[config.mk]
export PLATFORM = sky130hd
export DESIGN_NAME = irqc_top
export DESIGN_NICKNAME = d
export VERILOG_FILES = /design/src/rtl/irqc_pkg.sv /design/src/rtl/irqc_pend.sv /design/src/rtl/irqc_arb.sv /design/src/rtl/irqc_gate.sv /design/src/rtl/irqc_top.sv
export SDC_FILE = /design/constraint.sdc
export NUM_CORES = 1
export LEC_CHECK = 0
export BUFFER_PORTS_ARGS = -buffer_cell sky130_fd_sc_hd__buf_2
export CORE_AREA = 2 2 60 62
export DETAILED_ROUTE_END_ITERATION = 16
export DIE_AREA = 0 0 62 64
export GPL_ROUTABILITY_DRIVEN = 1
export PLACE_DENSITY = 0.78
export RECOVER_POWER = 100
export SLEW_MARGIN = 15
export SYNTH_ARGS = -nofsm -noshare
export SYNTH_HDL_FRONTEND = slang
export SYNTH_HIERARCHICAL = 1
export SYNTH_SLANG_ARGS = --single-unit
[constraint.sdc]
create_clock -name clk -period 2.3 [get_ports clk]
set_clock_uncertainty 0.2 [all_clocks]
set_input_delay 0.345 -clock clk [delete_from_list [all_inputs] [get_ports clk]]
set_output_delay 0.345 -clock clk [all_outputs]
set_load 0.1 [all_outputs]
[src/rtl/irqc_pkg.sv]
package irqc_pkg;

    localparam int SRC_DEF  = 10;
    localparam int ADDR_DEF = 12;

    // Command applied to the global-enable flag in one cycle.
    typedef enum logic [1:0] {
        GATE_HOLD  = 2'd0,
        GATE_OPEN  = 2'd1,
        GATE_SHUT  = 2'd2,
        GATE_TAKEN = 2'd3
    } gate_cmd_e;

    // Priority order: a take overrides a set, and a set overrides a clear.
    function automatic gate_cmd_e gate_cmd(input logic take, input logic open,
                                           input logic shut);
        if (take)      return GATE_TAKEN;
        else if (open) return GATE_OPEN;
        else if (shut) return GATE_SHUT;
        else           return GATE_HOLD;
    endfunction

    function automatic logic gate_next(input gate_cmd_e cmd, input logic cur);
        case (cmd)
            GATE_OPEN:              return 1'b1;
            GATE_SHUT, GATE_TAKEN:  return 1'b0;
            default:                return cur;
        endcase
    endfunction

endpackage

[src/rtl/irqc_pend.sv]
module irqc_pend #(
    parameter int N = irqc_pkg::SRC_DEF
) (
    input  logic         clk,
    input  logic         rst,
    input  logic [N-1:0] set_i,
    input  logic [N-1:0] sw_clr_i,
    input  logic [N-1:0] hw_clr_i,
    output logic [N-1:0] pend_o
);
    // One flag per source; a new request outranks any clear in the same cycle.
    for (genvar k = 0; k < N; k++) begin : g_flag
        always_ff @(posedge clk) begin
            if (rst)
                pend_o[k] <= 1'b0;
            else if (set_i[k])
                pend_o[k] <= 1'b1;
            else if (sw_clr_i[k] || hw_clr_i[k])
                pend_o[k] <= 1'b0;
        end
    end
endmodule

[src/rtl/irqc_arb.sv]
module irqc_arb #(
    parameter int N  = irqc_pkg::SRC_DEF,
    parameter int AW = irqc_pkg::ADDR_DEF
) (
    input  logic          rst_req_i,
    input  logic [N-1:0]  elig_i,
    output logic          hit_o,
    output logic [AW-1:0] vec_o,
    output logic [N-1:0]  sel_o
);
    localparam int IDX_W = $clog2(N + 1);

    logic [N:0]   blocked;
    logic [N-1:0] win;

    assign blocked[0] = 1'b0;

    // Lower index blocks every higher index.
    for (genvar k = 0; k < N; k++) begin : g_chain
        assign win[k]         = elig_i[k] & ~blocked[k];
        assign blocked[k + 1] = blocked[k] | elig_i[k];
    end

    logic [AW-1:0] win_vec;

    always_comb begin
        win_vec = '0;
        for (int k = 0; k < N; k++)
            if (win[k]) win_vec = AW'(k + 1);
    end

    // Reset request owns vector zero and suppresses every peripheral grant.
    always_comb begin
        if (rst_req_i) begin
            hit_o = 1'b1;
            vec_o = '0;
            sel_o = '0;
        end else begin
            hit_o = |elig_i;
            vec_o = win_vec;
            sel_o = win;
        end
    end

    initial begin
        if (AW < IDX_W) $error("irqc_arb: ADDR_W too narrow for N_SRC");
    end
endmodule

[src/rtl/irqc_gate.sv]
module irqc_gate (
    input  logic clk,
    input  logic rst,
    input  logic take_i,
    input  logic open_i,
    input  logic shut_i,
    output logic en_o
);
    import irqc_pkg::*;

    gate_cmd_e cmd;

    assign cmd = gate_cmd(take_i, open_i, shut_i);

    always_ff @(posedge clk) begin
        if (rst) en_o <= 1'b0;
        else     en_o <= gate_next(cmd, en_o);
    end
endmodule

[src/rtl/irqc_top.sv]
module irqc_top #(
    parameter int N_SRC  = irqc_pkg::SRC_DEF,
    parameter int ADDR_W = irqc_pkg::ADDR_DEF
) (
    input  logic              clk,
    input  logic              rst,
    input  logic [N_SRC-1:0]  irq_i,
    input  logic [N_SRC-1:0]  irq_en_i,
    input  logic [N_SRC-1:0]  pend_clr_i,
    input  logic              rst_req_i,
    input  logic              glb_set_i,
    input  logic              glb_clr_i,
    input  logic              reti_i,
    output logic              take_o,
    output logic [ADDR_W-1:0] vec_o,
    output logic [N_SRC-1:0]  ack_o,
    output logic [N_SRC-1:0]  pend_o,
    output logic              glb_en_o
);
    logic [N_SRC-1:0]  pend_q;
    logic [N_SRC-1:0]  elig;
    logic [N_SRC-1:0]  sel;
    logic [ADDR_W-1:0] vec_n;
    logic              hit;
    logic              gen_q;

    irqc_pend #(.N(N_SRC)) u_pend (
        .clk      (clk),
        .rst      (rst),
        .set_i    (irq_i),
        .sw_clr_i (pend_clr_i),
        .hw_clr_i (sel),
        .pend_o   (pend_q)
    );

    assign elig = pend_q & irq_en_i & {N_SRC{gen_q}};

    irqc_arb #(.N(N_SRC), .AW(ADDR_W)) u_arb (
        .rst_req_i (rst_req_i),
        .elig_i    (elig),
        .hit_o     (hit),
        .vec_o     (vec_n),
        .sel_o     (sel)
    );

    irqc_gate u_gate (
        .clk    (clk),
        .rst    (rst),
        .take_i (hit),
        .open_i (glb_set_i | reti_i),
        .shut_i (glb_clr_i),
        .en_o   (gen_q)
    );

    // Registered grant: strobe, vector and acknowledge change on the same edge.
    always_ff @(posedge clk) begin
        if (rst) begin
            take_o <= 1'b0;
            vec_o  <= '0;
            ack_o  <= '0;
        end else begin
            take_o <= hit;
            vec_o  <= hit ? vec_n : '0;
            ack_o  <= sel;
        end
    end

    assign pend_o   = pend_q;
    assign glb_en_o = gen_q;
endmodule

==> results of run 1 <==
per-layer routing:
metal  global-route usage [%]  routed length [um]  vias to the layer above
met5                        0                   0                        -
met4                     7.98                  55                        0
met3                     3.85                 131                        6
li1                         -                   -                      647
met2                     26.7                1410                       35
met1                     19.7                1310                      540
registers in the layout (all words and copies together) (netlist names):
name           cells
take_o             1
u_gate/en_o        1
ack_o             10
vec_o             12
u_pend/pend_o     10
layout by cell type, fill, tap and decap left out, types with 3 or more instances in the layout:
master / n
a21oi_2: 10
clkbuf_1: 6
buf_2: 35
or3b_1: 10
clkbuf_4: 5
nor3b_1: 4
inv_1: 12
clkbuf_2: 31
nor2b_1: 11
and3_1: 12
conb_1: 8
and3b_1: 12
nor3_1: 3
nor2_1: 7
dfxtp_1: 26
dfxtp_2: 8
per-stage QoR:
stage | instance area [um^2] | std cells | power (mW)
floorplan | 1520 | 156 | 0.903
CTS | 1900 | 268 | 1.29
global route | 1880 | 268 | 1.33
detailed placement | 1840 | 260 | 0.958
global placement | 1840 | 260 | 0.955
finish | 1880 | 268 | 1.28
cells by family (layout without fill, tap and decap cells):
kind of cell	after synthesis	count (layout)	share of synthesized area, %
flip-flops	34	34	45.8
other	1	8	0.252
AO/OA/AOI/OAI	16	16	9.01
AND/OR/NAND/NOR	73	73	35.3
buffers and inverters	25	91	9.60
how the worst min path moves through the flow:
stage,startpoint,cells past startpoint,slack (ns),end
2_1_floorplan,irq_i[0],2,0.27,u_pend/pend_o[0]
3_3_place_gp,u_pend/pend_o[5],2,0.36,u_pend/pend_o[5]
3_5_place_dp,u_pend/pend_o[5],2,0.36,u_pend/pend_o[5]
4_1_cts,irq_i[6],3,0.02,u_pend/pend_o[6]
5_1_grt,irq_i[1],3,0.02,u_pend/pend_o[1]
6_report,irq_i[1],3,0.03,u_pend/pend_o[1]
report_power, final:
| group | switching, mW | internal (mW) |
|---|---|---|
| clock | 0.189 | 0.148 |
| sequential | 0.0136 | 0.615 |
| combinational | 0.240 | 0.0705 |
final cells by class:
type,instances,area (um^2),share of cell area [%]
clock buffer,7,55.1,2.93
clock inverter,1,5.00,0.266
inverter,12,45.0,2.39
multi-input combinational,97,679,36.1
sequential,34,691,36.7
tap,46,57.6,3.06
timing repair buffer,71,349,18.6
worst reg2reg max path, cell delays in order, from the launching register on:
cell and delay [ns]:
dfxtp_2 0.39, and3_1 0.23, nor4_1 0.33, clkbuf_1 0.24, nand3_1 0.10, clkbuf_2 0.22, nor2_1 0.14, o21a_1 0.12
==> results.toml, run 1 <==
[synthesis]
synthFlopType = "dfxtp_1"
netlist-cell-type-count = 33
ys_warn_count = 6
synthTopCellsByArea = "dfxtp_1 (46%), and3b_1 (7.1%), a21oi_2 (5.9%)"
yosys-top-cells-count = "dfxtp_1 (34), and3_1 (12), and3b_1 (12), inv_1 (12), nor2b_1 (11)"
synth_cells = 149
yosysMostFrequentCell = "dfxtp_1"
syn_area_um2 = 1490
yosysTopAreaCell = "dfxtp_1"
syn_avg_cell_area_um2 = 9.97
ys_seq_area_share_pct = 45.8
synth_seq_cells = 34
async_reset_ff_share_pct = 0
synth_edf_count = 0
synth_top_area_share_pct = 45.8

[route]
drt-initial-drc-count = 42
viasPerCell = 4.58
drc = 0
wl_per_cell_um = 10.8
totalWireLength_um = 2910
ant_nets = 0
first_pass_iters = 4
num_vias = 1228

[final_layout]
syn_to_final_growth_pct = 26.7
antenna_cells = 0
drive_above_1_share_pct = 42.8
layout.nets = 257
nFillCells = 314
final_util_pct = 57.3

[status]
status = "finished, final reports clean"

[global_route]
grt_pass1_vias = 1125
antenna_found_initial = 0
grt_use_total_pct = 16.5
grt_pass1_wl_um = 4840
grt_max_degree = 35
grt.overflow.total = 0

[clocking]
clkSinkCount = 34
root_buffer = "clkbuf_4"
cts_tree = "built"
postCtsResizedCells = 0
clkTransAtPathRegs_ns = 0.10
cts_hold_buffers = 0
cts-buffers-inserted = 5
htreeDepth = 2
clk_latency_ns = 0.33
cts_setup_buffers = 0
cts_buffer_depth = 2

[power_and_ir_drop]
p_per_area_nw_per_um2 = 678
peakVddDrop_v = 0.000325
leakagePower_nw = 0.974

[floorplanning]
dieArea_um2 = 3970
die_w_um = 62
io_pins = 70
start_util_pct = 45.2
core_area_um2 = 3280
die_h_um = 64
rows = 21

[worst_setup_path]
cp.arrival_ns = 1.50
worstSetupPathType = "reg2out"
cp-end-kind = "primary output"
cp.depth = 1
critPathRequiredTime_ns = 1.75
crit_fanout = 1
critical-path-top-delay-family = "buffers and inverters"
cp_cell_sequence = "clkbuf_1"
worstSetupEndpoint = "vec_o[0]"
worstRegToRegCells = 7
r2r_start = "u_gate/en_o"
critPathSlowestCell = "clkbuf_1"
rrSetupSlack_ns = 0.28
cp-start-kind = "register"
worstSetupStartpoint = "vec_o[0]"
r2r_end = "u_gate/en_o"
worst_path_largest_cell_delay_ns = 0.86
crit_buf_inv = 1

[sta]
fmaxAchievable_mhz = 489
setup_ws_ns = 0.256
slew_violations = 0
tightest_slew_ns = 1.17
fin_setup_tns_ns = 0
maxSlewHeadroom_pct = 22.5
setup_violations = 0
fin_crit_sh_pct = 88.9
hold_ws_ns = 0.0326
rsz0062_at_grt = "no"
timing_hold_violations_final = 0
fin_crit_ns = 2.04

[place]
place_hpwl_um = 2230
dp_slack_ns = 0.323
io_buffers = 69
place.gp.congestion = 0.740

[run]
maxCapViolCount = 0

[min_path]
hold_class = "in2reg"
(Power assumes the default switching activity.)
==> run 2, diff against run 1 <==
- CORE_AREA: 2 2 60 62 -> 2 2 56 58
- DIE_AREA: 0 0 62 64 -> 0 0 58 60
- PLACE_DENSITY: 0.78 -> 0.76
- REMOVE_ABC_BUFFERS: not set -> 1
- SYNTH_HIERARCHICAL: 1 -> not set
==> run 2 against run 1 <==
  * Largest power group unchanged
  * Setup slack worse by 0.0097 ns
  * Non-clock buffer count is 6 lower
  * Global-route usage increased by 0.19 points
  * Design area decreased by 20%
  * Register-to-register slack about the same
  * Cell count decreased by 12%
  * Synthesized cell count down 7.4%
  * Maximum frequency is 0.47% lower
  * Flip-flop and latch count decreased by 8
  * Critical path type unchanged
==> results.toml, run 2 <==
[status]
status = "finished, final reports clean"

[worst_setup_path]
critPathRequiredTime_ns = 1.75
crit_buf_inv = 1
worstSetupPathType = "reg2out"
r2r_end = "u_pend.pend_o[6]"
worstRegToRegCells = 5
worst_path_largest_cell_delay_ns = 0.85
cp.arrival_ns = 1.51
crit_fanout = 1
cp-start-kind = "register"
cp_cell_sequence = "buf_1"
critPathSlowestCell = "buf_1"
rrSetupSlack_ns = 0.27
critical-path-top-delay-family = "buffers and inverters"
r2r_start = "u_pend.pend_o[2]"
cp-end-kind = "primary output"

[final_layout]
drive_above_1_share_pct = 31.7
fin_cells = 235
largestRegisters = "ack_o x10, u_pend.pend_o x10, vec_o x4"
layout.nets = 239
layout_commonest_cell = "buf_2"
antenna_cells = 0
final_cell_mix = "buf_2 (35), dfxtp_1 (26), clkbuf_2 (19), nor2_1 (12)"
syn_to_final_growth_pct = 29.2
nFillCells = 315
final_area_um2 = 1500

[run]
maxCapViolCount = 0

[synthesis]
synth_top_family_by_area = "simple AND/OR/NAND/NOR gates"
netlist-cell-type-count = 36
synth_mux_area_share_pct = 0
synth_xor_area_share_pct = 0
synth-simple-area-share_pct = 24.2
synth_edf_count = 0
syn_area_um2 = 1160
synthTopCellsByArea = "dfxtp_1 (45%), buf_4 (5.2%), nor2_1 (3.9%)"
syn_avg_cell_area_um2 = 8.40
yosys-top-cells-count = "dfxtp_1 (26), nor2_1 (12), inv_1 (11), nand2_1 (11)"
synth_cells = 138
async_reset_ff_share_pct = 0
synth_fa_ha_area_share_pct = 0
yosysMostFrequentCell = "dfxtp_1"
synth_top_area_share_pct = 44.9
synth_seq_cells = 26
ys_seq_area_share_pct = 44.9
synth_compound_area_share_pct = 20.6
ys_warn_count = 0
synthFlopType = "dfxtp_1"
yosysTopAreaCell = "dfxtp_1"

[place]
place.gp.congestion = 0.805
place_area_um2 = 1490
place_hpwl_um = 2220
placedCellCount = 231
io_buffers = 61

[sta]
maxSlewHeadroom_pct = 23.0
fin_crit_ns = 2.05
timing_hold_violations_final = 0
setup_violations = 0
slew_violations = 0
fin_crit_sh_pct = 89.3
hold_ws_ns = 0.0244
fin_setup_tns_ns = 0
tightest_slew_ns = 1.16
fmaxAchievable_mhz = 487
rsz0062_at_grt = "no"

[global_route]
grt_use_total_pct = 16.7
antenna_found_initial = 0
grt_pass1_vias = 1092
grt_pass1_wl_um = 4530
grt_max_degree = 15
grt.overflow.total = 0

[floorplanning]
io_pins = 70
rows = 20
start_util_pct = 40.0
dieArea_um2 = 3480
core_area_um2 = 2900
die_h_um = 60
die_w_um = 58

[min_path]
min_to = "u_pend.pend_o[0]"
min_from = "irq_i[0]"
hold_class = "in2reg"
worstHoldPathCells = 3

[clocking]
root_buffer = "clkbuf_4"
cts_hold_buffers = 0
clkTransAtPathRegs_ns = 0.13
clk_latency_ns = 0.31
cts-buffers-inserted = 3
cts_setup_buffers = 0
cts_tree = "built"
htreeDepth = 1
clkSinkCount = 26
postCtsResizedCells = 0
cts_buffer_depth = 2

[route]
ant_nets = 0
num_vias = 1183
viasPerCell = 5.03
totalWireLength_um = 2770
wl_per_cell_um = 11.8
drc = 0
first_pass_iters = 4
drt-initial-drc-count = 28

[power_and_ir_drop]
peakVddDrop_v = 0.000394
p_per_area_nw_per_um2 = 674
p_total_mw = 1.01
leakagePower_nw = 0.688
run 2: cell types whose count changed after synthesis, sizes merged, moves of 5 or more:
cell / before / now
a31oi: 0 / 7
nor2: 7 / 12
buf: 13 / 8
dfxtp: 34 / 26
nor2b: 12 / 5
and3b: 12 / 1
or3b: 10 / 1
and3: 12 / 0
nand2: 1 / 11
run 2: final cells by class:
class	count	area [um^2]	area share, %
Clock buffer	4	36.3	2.42
Tap cell	33	41.3	2.75
Inverter	11	41.3	2.75
Multi-Input combinational cell	96	544	36.3
Sequential cell	26	520	34.7
Timing Repair Buffer	65	315	21.0
run 2: power by group:
part	internal [mW]	switching, mW	total [mW]
logic	0.0620	0.239	0.301
clock network	0.0967	0.129	0.226
registers	0.466	0.0171	0.483
total	0.625	0.385	1.01
run 2: metrics by stage:
step	worst slack, ns	utilization [%]
2_1_floorplan	-0.152	-
3_3_place_gp	0.304	51.2
3_5_place_dp	0.255	51.2
4_1_cts	0.367	52.5
5_1_grt	0.194	51.6
6_report	0.246	51.6
run 2: how the worst max path moves through the flow:
stage	startpoint	cells after the start	slack, ns	endpoint
floorplan	u_pend.pend_o[2]	4	-0.15	u_pend.pend_o[6]
global placement	irq_en_i[2]	6	0.30	u_pend.pend_o[6]
detailed placement	irq_en_i[2]	6	0.25	u_pend.pend_o[6]
CTS	u_pend.pend_o[2]	5	0.37	u_pend.pend_o[6]
global route	u_pend.pend_o[2]	5	0.19	u_pend.pend_o[6]
finish	ack_o[5]	1	0.25	ack_o[5]
run 2: layer usage:
metal	GRT usage (%)	part of all wire (%)
met1	21.3	45
met2	27.4	46
met3	3.90	8.3
met4	5.98	0.79
met5	0	0
run 2: cell families after synthesis:
group                  count (synthesis)
flip-flops                            26
buffers and inverters                 23
other                                  1
AND/OR/NAND/NOR                       54
AO/OA/AOI/OAI                         34
==> run 3, diff against run 2 <==
- BUFFER_PORTS_ARGS: -buffer_cell sky130_fd_sc_hd__buf_2 -> -buffer_cell sky130_fd_sc_hd__clkbuf_2
- CTS_BUF_LIST: not set -> sky130_fd_sc_hd__clkbuf_16
==> run 3 against run 2 <==
  * Power up 26%
  * Hold slack better by 0.069 ns
  * First-iteration DRC count up 89%
  * Die area unchanged
  * Design area up 3.0%
  * Cell count down 0.43%
  * Sequential share of layout area down 1.0 points
  * Critical endpoint is now pend_o[3]
  * Register-to-register slack about the same
  * Wire length about the same
==> results.toml, run 3 (synthesis results as in run 2) <==
[clocking]
clkSinkCount = 26
htreeDepth = 1
clkTransAtPathRegs_ns = 0.06
cts_hold_buffers = 0
cts_setup_buffers = 0
cts_tree = "built"
clk_latency_ns = 0.26
cts-buffers-inserted = 3
postCtsResizedCells = 0
root_buffer = "clkbuf_16"
cts_buffer_depth = 2

[worst_setup_path]
cp-end-kind = "primary output"
worst_path_largest_cell_delay_ns = 0.89
worstSetupPathType = "reg2out"
worstRegToRegCells = 5
cp.arrival_ns = 1.52
crit_fanout = 5
critPathSlowestCell = "clkbuf_1"
critPathRequiredTime_ns = 1.75
cp.depth = 1
cp_cell_sequence = "clkbuf_1"
crit_buf_inv = 1
critical-path-top-delay-family = "buffers and inverters"
cp-start-kind = "register"

[sta]
setup_violations = 0
tightest_slew_ns = 1.17
fin_crit_ns = 2.06
fmaxAchievable_mhz = 485
setup_ws_ns = 0.238
slew_violations = 0
maxSlewHeadroom_pct = 22.1
rsz0062_at_grt = "no"
timing_hold_violations_final = 0
fin_crit_sh_pct = 89.6

[global_route]
grt_pass1_wl_um = 4390
grt.overflow.total = 0
grt_use_total_pct = 16.1
antenna_found_initial = 0
grt_max_degree = 16
grt_pass1_vias = 1093

[place]
io_buffers = 61
place_hpwl_um = 2230
place.gp.congestion = 0.816
place_area_um2 = 1480
dp_slack_ns = 0.270

[floorplanning]
dieArea_um2 = 3480
start_util_pct = 40.0
die_w_um = 58
die_h_um = 60
core_area_um2 = 2900
rows = 20
io_pins = 70

[route]
first_pass_iters = 4
dr_wl_met2_um = 1330
wl_per_cell_um = 11.8
dr_wl_met3_um = 232
drc = 0
ant_nets = 0
totalWireLength_um = 2770
drt-initial-drc-count = 53
top_layer = "met3"
wl_met1_um = 1210
num_vias = 1190
viasPerCell = 5.09

[final_layout]
layout.nets = 238
nFillCells = 293
drive_above_1_share_pct = 25.4
layout_commonest_cell = "clkbuf_2"
syn_to_final_growth_pct = 33.1
final_cell_mix = "clkbuf_2 (42), dfxtp_1 (26), clkbuf_1 (21), nor2_1 (12)"
regArea_um2 = 520
largestRegisters = "ack_o x10, u_pend.pend_o x10, vec_o x4"
antenna_cells = 0
multi_input_area_um2 = 539
final_area_um2 = 1540

[power_and_ir_drop]
peakVddDrop_v = 0.000657
p_total_mw = 1.27
leakagePower_nw = 0.684
p_per_area_nw_per_um2 = 823

[min_path]
worstHoldPathCells = 3
hold_class = "in2reg"

[status]
status = "finished, final reports clean"

[run]
maxCapViolCount = 0
[run 3: layout make-up]
| type | instances | share of cell area [%] |
|---|---|---|
| well taps | 33 | 2.67 |
| repair buffers | 64 | 19.2 |
| clock buffers | 3 | 4.86 |
| clock inverters | 1 | 1.94 |
| inverters | 11 | 2.67 |
| multi-input cells | 96 | 34.9 |
| flip-flops and latches | 26 | 33.7 |
[run 3: final timing paths]
check / from / to / slack (ns)
hold / removal: irq_i[0] / u_pend.pend_o[0] / 0.09
setup / recovery: u_pend.pend_o[3] / pend_o[3] / 0.24
hold reg to reg: u_pend.pend_o[0] / ack_o[0] / 0.35
setup reg to reg: u_pend.pend_o[2] / u_pend.pend_o[6] / 0.28
[run 3: report_power, final]
part	switching, mW	internal [mW]
logic	0.235	0.0597
clock network	0.145	0.346
registers	0.0191	0.466
total	0.399	0.872
[run 3: per-layer routing]
metal  vias to the layer above  track usage [%]
met5                         -                0
met2                        42             27.6
met4                         0             1.66
met1                       542             20.0
met3                         0             6.28
li1                        606                -
[run 3: stage by stage]
stage / TNS [ns] / std cells / util, % / hold slack, ns
6_report: 0 / 234 / 53.2 / 0.0934
5_1_grt: 0 / 234 / 53.2 / 0.109
3_3_place_gp: 0 / 230 / 51.0 / 0.334
4_1_cts: 0 / 234 / 54.6 / 0.0943
2_1_floorplan: -0.322 / 133 / - / 0.214
3_5_place_dp: 0 / 230 / 51.0 / 0.340
[run 3: worst min-delay path: cells and delay by family]
family	cells	cell delay, ns
AOI/OAI and AO/OA	1	0.03
buffers and inverters	1	0.07
and+or+nand+nor	1	0.06
